### src/rtl/pcsel_pkg.sv
package pcsel_pkg;
  // Next-value source for one register of the bank
  typedef enum logic [1:0] {
    UPD_HOLD = 2'd0,
    UPD_INC  = 2'd1,
    UPD_LOAD = 2'd2
  } upd_e;
endpackage

### src/rtl/pcsel_ctrl.sv
// Holds the selector and decodes per-register increment / load hits.
module pcsel_ctrl #(
  parameter int NREG  = 16,
  parameter int IDX_W = $clog2(NREG)
) (
  input  logic             clk,
  input  logic             rst,
  input  logic             fetch,
  input  logic             ld_en,
  input  logic [IDX_W-1:0] ld_idx,
  input  logic             sel_we,
  input  logic [IDX_W-1:0] sel_data,
  output logic [IDX_W-1:0] sel_q,
  output logic [NREG-1:0]  inc_hit,
  output logic [NREG-1:0]  ld_hit
);
  always_ff @(posedge clk) begin
    if (rst)         sel_q <= '0;
    else if (sel_we) sel_q <= sel_data;
  end

  // The fetch in this cycle uses the selector as it stands now
  for (genvar g = 0; g < NREG; g++) begin : g_hit
    assign inc_hit[g] = fetch && (sel_q == IDX_W'(g));
    assign ld_hit[g]  = ld_en && (ld_idx == IDX_W'(g));
  end
endmodule

### src/rtl/pcsel_bank.sv
// The general register bank; each register has its own update rule.
module pcsel_bank
  import pcsel_pkg::*;
#(
  parameter int DATA_W = 16,
  parameter int NREG   = 16
) (
  input  logic                         clk,
  input  logic                         rst,
  input  logic [NREG-1:0]              inc_hit,
  input  logic [NREG-1:0]              ld_hit,
  input  logic [DATA_W-1:0]            ld_data,
  output logic [NREG-1:0][DATA_W-1:0]  regs_q
);
  localparam logic [DATA_W-1:0] ONE = DATA_W'(1);

  for (genvar g = 0; g < NREG; g++) begin : g_reg
    upd_e upd;

    // A load outranks the fetch increment
    always_comb begin
      if (ld_hit[g])       upd = UPD_LOAD;
      else if (inc_hit[g]) upd = UPD_INC;
      else                 upd = UPD_HOLD;
    end

    always_ff @(posedge clk) begin
      if (rst) begin
        regs_q[g] <= '0;
      end else begin
        case (upd)
          UPD_LOAD: regs_q[g] <= ld_data;
          UPD_INC:  regs_q[g] <= regs_q[g] + ONE;
          default:  regs_q[g] <= regs_q[g];
        endcase
      end
    end
  end
endmodule

### src/rtl/pcsel_port.sv
// Fetch-address mux and registered read port.
module pcsel_port #(
  parameter int DATA_W = 16,
  parameter int NREG   = 16,
  parameter int IDX_W  = $clog2(NREG)
) (
  input  logic                        clk,
  input  logic                        rst,
  input  logic [NREG-1:0][DATA_W-1:0] regs_q,
  input  logic [IDX_W-1:0]            sel_q,
  input  logic [IDX_W-1:0]            rd_idx,
  output logic [DATA_W-1:0]           fetch_addr,
  output logic [DATA_W-1:0]           rd_data
);
  assign fetch_addr = regs_q[sel_q];

  always_ff @(posedge clk) begin
    if (rst) rd_data <= '0;
    else     rd_data <= regs_q[rd_idx];
  end
endmodule

### src/rtl/pc_select_regfile.sv
module pc_select_regfile #(
  parameter int DATA_W = 16,
  parameter int NREG   = 16,
  parameter int IDX_W  = $clog2(NREG)
) (
  input  logic              clk,
  input  logic              rst,
  input  logic              fetch,
  input  logic              ld_en,
  input  logic [IDX_W-1:0]  ld_idx,
  input  logic [DATA_W-1:0] ld_data,
  input  logic              sel_we,
  input  logic [IDX_W-1:0]  sel_data,
  input  logic [IDX_W-1:0]  rd_idx,
  output logic [DATA_W-1:0] fetch_addr,
  output logic [IDX_W-1:0]  sel_q,
  output logic [DATA_W-1:0] rd_data
);
  logic [NREG-1:0]              inc_hit;
  logic [NREG-1:0]              ld_hit;
  logic [NREG-1:0][DATA_W-1:0]  regs_q;

  pcsel_ctrl #(.NREG(NREG), .IDX_W(IDX_W)) u_ctrl (
    .clk(clk), .rst(rst), .fetch(fetch), .ld_en(ld_en), .ld_idx(ld_idx),
    .sel_we(sel_we), .sel_data(sel_data), .sel_q(sel_q),
    .inc_hit(inc_hit), .ld_hit(ld_hit)
  );

  pcsel_bank #(.DATA_W(DATA_W), .NREG(NREG)) u_bank (
    .clk(clk), .rst(rst), .inc_hit(inc_hit), .ld_hit(ld_hit),
    .ld_data(ld_data), .regs_q(regs_q)
  );

  pcsel_port #(.DATA_W(DATA_W), .NREG(NREG), .IDX_W(IDX_W)) u_port (
    .clk(clk), .rst(rst), .regs_q(regs_q), .sel_q(sel_q), .rd_idx(rd_idx),
    .fetch_addr(fetch_addr), .rd_data(rd_data)
  );
endmodule

### config.mk
export PLATFORM = sky130hd
export DESIGN_NAME = pc_select_regfile
export DESIGN_NICKNAME = d
export VERILOG_FILES = /design/src/rtl/pcsel_pkg.sv /design/src/rtl/pcsel_ctrl.sv /design/src/rtl/pcsel_bank.sv /design/src/rtl/pcsel_port.sv /design/src/rtl/pc_select_regfile.sv
export SDC_FILE = /design/constraint.sdc
export NUM_CORES = 1
export LEC_CHECK = 0
export BUFFER_PORTS_ARGS = -buffer_cell sky130_fd_sc_hd__buf_2
export CORE_MARGIN = 1
export CORE_UTILIZATION = 62
export DETAILED_ROUTE_END_ITERATION = 8
export PLACE_DENSITY_LB_ADDON = 0.12
export SYNTH_ARGS = -nofsm -noshare
export SYNTH_HDL_FRONTEND = slang
export SYNTH_SLANG_ARGS = --single-unit
### constraint.sdc
create_clock -name clk -period 3 [get_ports clk]
set_clock_uncertainty 0.2 [all_clocks]
set_input_delay 0 -clock clk [delete_from_list [all_inputs] [get_ports clk]]
set_output_delay 0 -clock clk [all_outputs]
set_load 0.01 [all_outputs]
## Word level (Yosys, flattened, before mapping)

Cells that the tools add are included.

- Add/subtract/negate cells: 16
- $lt $le $gt $ge: 2
- Eq/ne operators: 62
- Mux-type cells: 52
- Reductions and logical operators: 50

Operators by type and width:

| kind | count |
|---|---|
| $pmux W16 S2 | 16 |
| $add A16 B1 Y16 const B | 16 |
| $bmux W16 S4 | 2 |
| $eq A4 B4 Y1 const B | 16 |
| $eq A2 B1 Y1 const B | 16 |
| $eq A2 B2 Y1 const B | 16 |
| $eq A4 B3 Y1 const B | 8 |
| $logic_and A1 B1 Y1 | 32 |
| $mux W16 | 2 |
| $mux W2 | 16 |
| $reduce_bool A2 Y1 | 16 |
| $eq A4 B2 Y1 const B | 4 |
| $mux W1 | 16 |
| $lt A4 B5 Y1 const B | 2 |
| $eq A4 B1 Y1 const B | 2 |
| $logic_not A4 Y1 | 2 |

- Flip-flop bits (word level): 276
- Word-level logic and storage cells: 200

## Longest topological paths before layout

Gate-level depths: netlist of run 1.

- Word-level depth: 6
- Gate-level depth with buffers: 8
- Mapped depth without buffers: 5

## Hierarchy

Synthesis of run 1 repeated with hierarchy kept, for this count alone.

- Cells, all modules: 2089
- Area, all modules: 18277.5 µm²

Modules (own cells, without submodules):

| module | instances | cells each | area each (µm²) |
|---|---|---|---|
| pcsel_bank | 1 | 1697 | 13392.8 |
| pcsel_port | 1 | 333 | 4509.3 |
| pcsel_ctrl | 1 | 59 | 375.4 |

## Worst setup path before layout of run 1

No wires, ideal clock.

- Path kind: reg2out
- Start: register u_ctrl.sel_q[1]
- End: output port fetch_addr[0]
- Arrival time: 2.127 ns
- Data required time: 2.800 ns
- Path slack: 0.673 ns
- Cell stages (with the launch flop): 7
- Cell sequence: dfxtp_1 > buf_2 > buf_6 > buf_2 > clkbuf_1 > mux4_2 > mux4_2

- Cells in the longest elaborated chain, start to end: 2

Ends and longest elaborated chain:

| item | line | RTL |
|---|---|---|
| start: declaration | pcsel_ctrl.sv:13 | `output logic [IDX_W-1:0] sel_q,` |
| start signal: assignment | pcsel_ctrl.sv:19 | `else if (sel_we) sel_q <= sel_data;` |
| $bmux W16 S4 | pcsel_port.sv:15 | `assign fetch_addr = regs_q[sel_q];` |
| $mux W16 (not written as such) | pcsel_port.sv:15 |  |
| end: declaration | pc_select_regfile.sv:15 | `output logic [DATA_W-1:0] fetch_addr,` |

Every way passes these cells. The select of a mux whose other input is x is not followed.

## Final worst setup path of run 1

- Start: register u_ctrl.sel_q[1]
- End: output port fetch_addr[7]

The elaborated chain is that of the path after synthesis.

==> results of run 1 <==
area by class of cell:
class	count	area (sq um)
clock buffer	52	1072
fill	2321	8812
multi-input combinational	1536	12550
timing repair buffer	166	1242
sequential	276	5534
tap	390	488.0
inverter	43	161.4
clock inverter	8	90.09
antenna	2	5.005
cell families after synthesis:
family                   count (synthesis)  synth area share
AO/OA/AOI/OAI                          354            0.1442
XOR/XNOR                               130           0.05977
adder cells (fa/ha/maj)                 16           0.01051
buffers and inverters                  233           0.05123
flip-flops                             276            0.2900
multiplexers                           186            0.1923
AND/OR/NAND/NOR                        850            0.2519
registers in the layout (all words and copies together), names as in the netlist:
| register | cells |
|---|---|
| u_port.rd_data | 16 |
| u_ctrl.sel_q | 4 |
| u_bank.regs_q | 256 |
where the power goes:
part / switching [W] / leakage (nW) / internal [W]
Combinational: 0.000581 / 4.15 / 0.000388
Sequential: 0.000161 / 2.24 / 0.00375
Clock: 0.00167 / 0.579 / 0.00263
Total: 0.00241 / 6.97 / 0.00677
worst max-delay path, delay by kind of cell, from the launching register on:
kind | cells | cell delay, ns
buf+inv | 3 | 0.76
mux | 2 | 0.96
flops | 1 | 0.50
stage by stage:
step	hold slack, ns	power (W)	instance area (sq um)
3_3_place_gp	0.05875	0.004860	19620
6_report	0.02685	0.009183	21140
4_1_cts	0.01410	0.009145	21120
2_1_floorplan	-0.05275	0.004560	19050
3_5_place_dp	0.05167	0.004880	19620
5_1_grt	0.06332	0.009387	21140
how the worst min path moves through the flow:
| stage | start | endpoint | slack (ns) | depth (start not counted) |
|---|---|---|---|---|
| 3_5_place_dp | sel_data[3] | u_ctrl.sel_q[3] | 0.05 | 3 |
| 5_1_grt | fetch | u_bank.regs_q[241] | 0.06 | 5 |
| 2_1_floorplan | sel_data[0] | u_ctrl.sel_q[0] | -0.05 | 2 |
| 6_report | ld_idx[2] | u_bank.regs_q[122] | 0.03 | 5 |
| 4_1_cts | fetch | u_bank.regs_q[129] | 0.01 | 4 |
| 3_3_place_gp | sel_data[0] | u_ctrl.sel_q[0] | 0.06 | 3 |
synth_stat cells (24+ instances only):
master,count,area share
and4_1,52,0.024
nor4_1,56,0.018
or4_1,27,0.011
nand2_1,88,0.017
and3_1,31,0.010
xor2_1,53,0.024
mux2i_1,42,0.022
clkbuf_1,126,0.025
a311oi_1,64,0.029
dfxtp_1,276,0.29
nor2_1,288,0.057
buf_1,26,0.0051
a211oi_1,166,0.065
o31ai_1,25,0.0099
buf_2,24,0.0063
mux4_2,144,0.17
nand4_1,72,0.024
nand3_1,77,0.020
xnor2_1,77,0.035
nor3_1,39,0.010
inv_1,43,0.0085
cell usage in the layout (no fill, tap or decap), drive strengths merged, types with 42 or more instances in the layout:
cell type | netlist | routed
a311oi | 64 | 64
mux2i | 42 | 42
mux4 | 144 | 144
nor4 | 73 | 73
nor2 | 288 | 288
nand3 | 80 | 80
clkbuf | 126 | 53
xnor2 | 77 | 77
inv | 43 | 43
nand2 | 89 | 89
buf | 64 | 134
nand4 | 73 | 73
dfxtp | 276 | 276
and4 | 52 | 52
xor2 | 53 | 53
a211oi | 166 | 166
timing repair:
| action | in CTS | in global routing |
|---|---|---|
| setup endpoints to repair | 11 | 1 |
| buffers inserted | 2 | 2 |
| hold endpoints to repair | 271 | 0 |
| resized for setup | 1 | 0 |
| hold buffers | 31 | 0 |
| gates cloned | 0 | 0 |
| pin swaps | 0 | 1 |
per-layer routing:
layer  vias up  track usage  part of all wire
li1       8029            -                 -
met1      8838       0.5709              0.38
met4         2       0.1620             0.042
met2      1299       0.6670              0.45
met3       221      0.09192              0.13
met5         -            0           0.00015
==> run metrics, run 1 <==
Pre-Repair DR Iteration Count=6; Critical R2R Launch=u_ctrl.sel_q[2]; CP endpoint=fetch_addr[7]; Post-Place Cells=2376; clock slew at reported path FFs=0.06 ns; setup violators final=0; Worst Hold Class=input port to flip-flop; Post-Route WL=66.62 mm; status=completed; GPL Wtd Cong=1.017; buffer depth of the longest clock path=3; CP Launch Point=u_ctrl.sel_q[1]; Post-synth EDFFs=0; Fin. Hold Viols=0; global-route wire length before repair=101.6 mm; Period minus WS final=2.950 ns; PD cells=434.4 mW/mm^2; worst vdd ir=0.3412 mV; CTS root buf=clkbuf_16; largest net degree at the start of global routing=83; initial antenna violation count=3; RSZ-0062 raised after global routing=false; Starting Density=0.6360; vias in the first global route=17091; Die ar.=0.03143 sq mm; Port Buf Inserts=68; Fin Setup TNS=0 ns; CTS tree=built; ratio of cells with drive above 1 in the final layout=0.1807; Slew Limit Fails=0; maxcap violations=0; Area growth syn-to-layout=10.98%; post-detail-place hpwl=46.80 mm; syn_area_per_cell=9.315 sq um; Num Clock Sinks=276; RR Endpoint=u_bank.regs_q[205]; Synth async-reset ratio=0; Initial DRC Count=2670; relative slew slack=0.3521; row cnt=63; fin cells=2473; Post-Syn Nets=2094; remaining antenna violation count=0; Die X-Extent=177.3 um; slack of the critical path=0.04987 ns; CP startpoint kind=flip-flop; slowest CP cell=mux4_2; mapped cell area=0.01905 sq mm; Netlist cell types=67; Worst setup EP type=output pin; setup slack, reg-to-reg=0.14 ns; flops & latches, synth=276; post-synthesis sequential area ratio=0.2900; Ys Warns=0; ys flop type=dfxtp_1; period utilisation layout=0.9834; Ports=69; pre-CTS setup slack=0.3481 ns; worst path cell trace=buf_4 -> buf_4 -> mux4_2 -> mux4_2 -> buf_2; post-layout util=0.7058; cells after synthesis=2045; gr usage total=0.4243; Max FO, Critical Path=22; Core Area=0.02995 sq mm; Die H=177.3 um; H-Tree Depth=2; total gr overflow=0; Remaining DRCs=0; WS Path Type=flip-flop to output pin; Via density=7.436; via count=18389; Arr. time, crit path=2.75 ns; R2R cell count=8; critical path required time=2.80 ns; Clk Latency, worst-skew pair=0.52 ns; Avg WL per Cell=26.94 um; leakage power=6.969 nW; Largest stage delay, worst path=0.55 ns; Slew @ Worst Pin=0.9718 ns; CTS Buf Count=34; FMAX=0.3390 GHz; Final #Nets=2106
Note: power is estimated with default switching activity, not from simulation.
==> run 2: changes to the inputs <==
- REMOVE_ABC_BUFFERS: not set -> 1
- SYNTH_HIERARCHICAL: not set -> 1
==> run 2 against run 1 <==
  * Sequential share of layout area rose by 0.71 points
  * Count of clock-buffer cells in the layout did not move
  * Largest cell class unchanged
  * Via count rose by 0.48%
  * Final area fell by 2.7%
  * Critical path type unchanged
  * Highest routed layer unchanged
  * Combinational power rose by 2.9%
  * Sequential power barely moved
  * Critical path depth fell by 1
  * Sequential cell count did not move
  * Maximum frequency rose by 3.5%
==> run metrics, run 2 <==
relative slew slack=0.3449 (was 0.3521); Die ar.=0.03017 sq mm (was 0.03143 sq mm); routed wl met2=31.88 mm (was 30.12 mm); row cnt=62 (was 63); Period minus WS final=2.852 ns (was 2.950 ns); Remaining DRCs=0 (unchanged); Via density=7.226 (was 7.436); # Post-CTS Setup Buffers=0 (was 2); Post-synth EDFFs=0 (unchanged); Slew @ Worst Pin=0.9806 ns (was 0.9718 ns); most instantiated cells after synthesis=dfxtp_1 (276), a21oi_1 (213), nand2_1 (173) (was nor2_1 (288), dfxtp_1 (276), a211oi_1 (166)); Core Area=0.02886 sq mm (was 0.02995 sq mm); Initial DRC Count=2737 (was 2670); Avg WL per Cell=27.67 um (was 26.94 um); setup violators final=0 (unchanged); worst vdd ir=0.5349 mV (was 0.3412 mV); maxcap violations=0 (unchanged); Clk Latency, worst-skew pair=0.51 ns (was 0.52 ns); depth of the worst hold-timing path=4 (was 5); CTS Buf Count=34 (unchanged); Area growth syn-to-layout=12.54% (was 10.98%); Pre-Repair DR Iteration Count=9 (was 6); Fin. Hold Viols=0 (unchanged); Worst setup EP type=output pin (unchanged); status=completed (unchanged); Final #Nets=2199 (was 2106); cells after synthesis=2089 (was 2045); largest net degree at the start of global routing=114 (was 83); syn_area_per_cell=8.749 sq um (was 9.315 sq um); ys flop type=dfxtp_1 (unchanged); Ports=69 (unchanged); Starting Density=0.6334 (was 0.6360); Post-Place Cells=2457 (was 2376); Max FO, Critical Path=33 (was 22); CTS root buf=clkbuf_16 (unchanged); buffer depth of the longest clock path=3 (unchanged); Synth area leaders=dfxtp_1 (30%), mux4_2 (9.4%), xnor2_1 (6.9%) (was dfxtp_1 (29%), mux4_2 (17%), a211oi_1 (6.5%)); flops & latches, synth=276 (unchanged); post-detail-place hpwl=49.28 mm (was 46.80 mm); Fin Setup TNS=0 ns (unchanged); global-route wire length before repair=103.9 mm (was 101.6 mm); R2R cell count=6 (was 8); Synth async-reset ratio=0 (unchanged); initial antenna violation count=2 (was 3); RSZ-0062 raised after global routing=false (unchanged); Ys Warns=6 (was 0); commonest non-fill, non-tap cell in the layout=dfxtp_1 (was nor2_1); cell with the most instances after synthesis=dfxtp_1 (was nor2_1); Port Buf Inserts=68 (unchanged); Fin Hold WS=0.04899 ns (was 0.02685 ns); cell taking the most area after synthesis=dfxtp_1 (unchanged); remaining antenna violation count=0 (unchanged); Die X-Extent=173.7 um (was 177.3 um); leakage power=7.111 nW (was 6.969 nW); H-Tree Depth=2 (unchanged); FMAX=0.3507 GHz (was 0.3390 GHz); share of the synthesized area in the top cell type=0.3023 (was 0.2900); WS Path Type=flip-flop to output pin (unchanged); CTS tree=built (unchanged); CP Launch Point=u_ctrl/sel_q[0] (was u_ctrl.sel_q[1]); total gr overflow=0 (unchanged); Num Clock Sinks=276 (unchanged); via count=18478 (was 18389); CP startpoint kind=flip-flop (unchanged); fin cells=2557 (was 2473); PD cells=440.9 mW/mm^2 (was 434.4 mW/mm^2); Post-Route WL=70.74 mm (was 66.62 mm); setup slack, reg-to-reg=0.20 ns (was 0.14 ns); Slew Limit Fails=0 (unchanged); period utilisation layout=0.9506 (was 0.9834); met1 WL=24.75 mm (was 25.15 mm); Top Registers=u_bank/regs_q (256), u_port/rd_data (16), u_ctrl/sel_q (4) (was u_bank.regs_q (256), u_port.rd_data (16), u_ctrl.sel_q (4)); highest routing layer actually used=met5 (unchanged); ratio of cells with drive above 1 in the final layout=0.1377 (was 0.1807); hold_sp=rd_idx[0] (was ld_idx[2]); critical path required time=2.80 ns (about the same); Largest register FFs=256 (unchanged); clock slew at reported path FFs=0.06 ns (about the same); most frequent cells in the layout=dfxtp_1 (274), a21oi_1 (213), nand2_1 (173) (was nor2_1 (288), dfxtp_1 (273), a211oi_1 (166)); GPL Wtd Cong=1.021 (was 1.017); met3 WL post-DR=8.634 mm (was 8.560 mm); Layout fillers=2262 (was 2321); gr usage total=0.4573 (was 0.4243); mapped cell area=0.01828 sq mm (was 0.01905 sq mm); vias in the first global route=16779 (was 17091); Critical R2R Launch=u_ctrl/sel_q[2] (was u_ctrl.sel_q[2]); post-synthesis sequential area ratio=0.3023 (was 0.2900); Largest Register=u_bank/regs_q (was u_bank.regs_q); Netlist cell types=61 (was 67); Arr. time, crit path=2.65 ns (was 2.75 ns); Die H=173.7 um (was 177.3 um); Worst Hold Class=input port to flip-flop (unchanged)
==> run 2: cell count changes after synthesis, sizes merged, moves of 49 or more <==
cell	before	now
a21oi	1	213
o21ai	23	126
mux2i	42	91
a311oi	64	13
xnor2	77	145
nand2	89	173
nor3	39	91
nor2	288	120
a211oi	166	24
==> run 2: layer usage <==
layer,up-vias,GRT usage
met5,-,0
met4,2,0.2855
met3,325,0.08991
met2,1425,0.7356
met1,8784,0.5662
li1,7942,-
==> run 2: path summary, 6_finish.rpt <==
| check | end |
|---|---|
| max | fetch_addr[11] |
| max reg2reg | u_bank/regs_q[92] |
| min reg2reg | u_bank/regs_q[175] |
| min | u_port/rd_data[3] |
==> run 2: where the power goes <==
part / total (W) / leakage (nW) / switching, W / internal [W]
logic: 0.000997 / 4.33 / 0.000609 / 0.000388
registers: 0.00391 / 2.24 / 0.000150 / 0.00376
clock network: 0.00417 / 0.548 / 0.00169 / 0.00247
==> run 2: through the flow <==
step | area (sq um) | worst slack (ns) | total power (W) | utilization
finish | 20570 | 0.1483 | 0.009069 | 0.7128
global route | 20570 | 0.07658 | 0.009247 | 0.7128
CTS | 20530 | 0.007283 | 0.009002 | 0.7116
detailed placement | 19030 | 0.4088 | 0.004878 | 0.6594
global placement | 19030 | 0.4471 | 0.004862 | 0.6594
floorplan | 17560 | -1.886 | 0.004413 | -
==> run 2: what timing repair did <==
item,CTS,global route
hold endpoints to repair,251,0
gates resized for setup,0,1
hold buffers,40,0
endpoints found under the setup margin,0,3
==> run 2: worst max-delay path, cell delays in order (launching register included) <==
cell	delay, ns
dfxtp_4	0.41
buf_16	0.27
mux4_1	0.68
mux4_2	0.56
buf_2	0.18
==> run 2: cell type report <==
| class | count | area [sq um] | share of cell area |
|---|---|---|---|
| inverters | 63 | 236.5 | 0.01150 |
| flip-flops and latches | 276 | 5530 | 0.2689 |
| repair buffers | 185 | 1403 | 0.06819 |
| multi-input cells | 1590 | 11810 | 0.5743 |
| clock buffers | 52 | 1040 | 0.05055 |
| clock inverters | 6 | 65.06 | 0.003163 |
| well taps | 384 | 480.5 | 0.02336 |
| diodes | 1 | 2.502 | 0.0001217 |
==> run 2: cell families after synthesis <==
group | count (synthesis) | synth area share
simple gates | 693 | 0.1896
compound gates | 475 | 0.1510
flops | 276 | 0.3023
buf+inv | 223 | 0.05223
mux | 213 | 0.2014
xor+xnor | 193 | 0.09248
fa+ha+maj | 16 | 0.01095
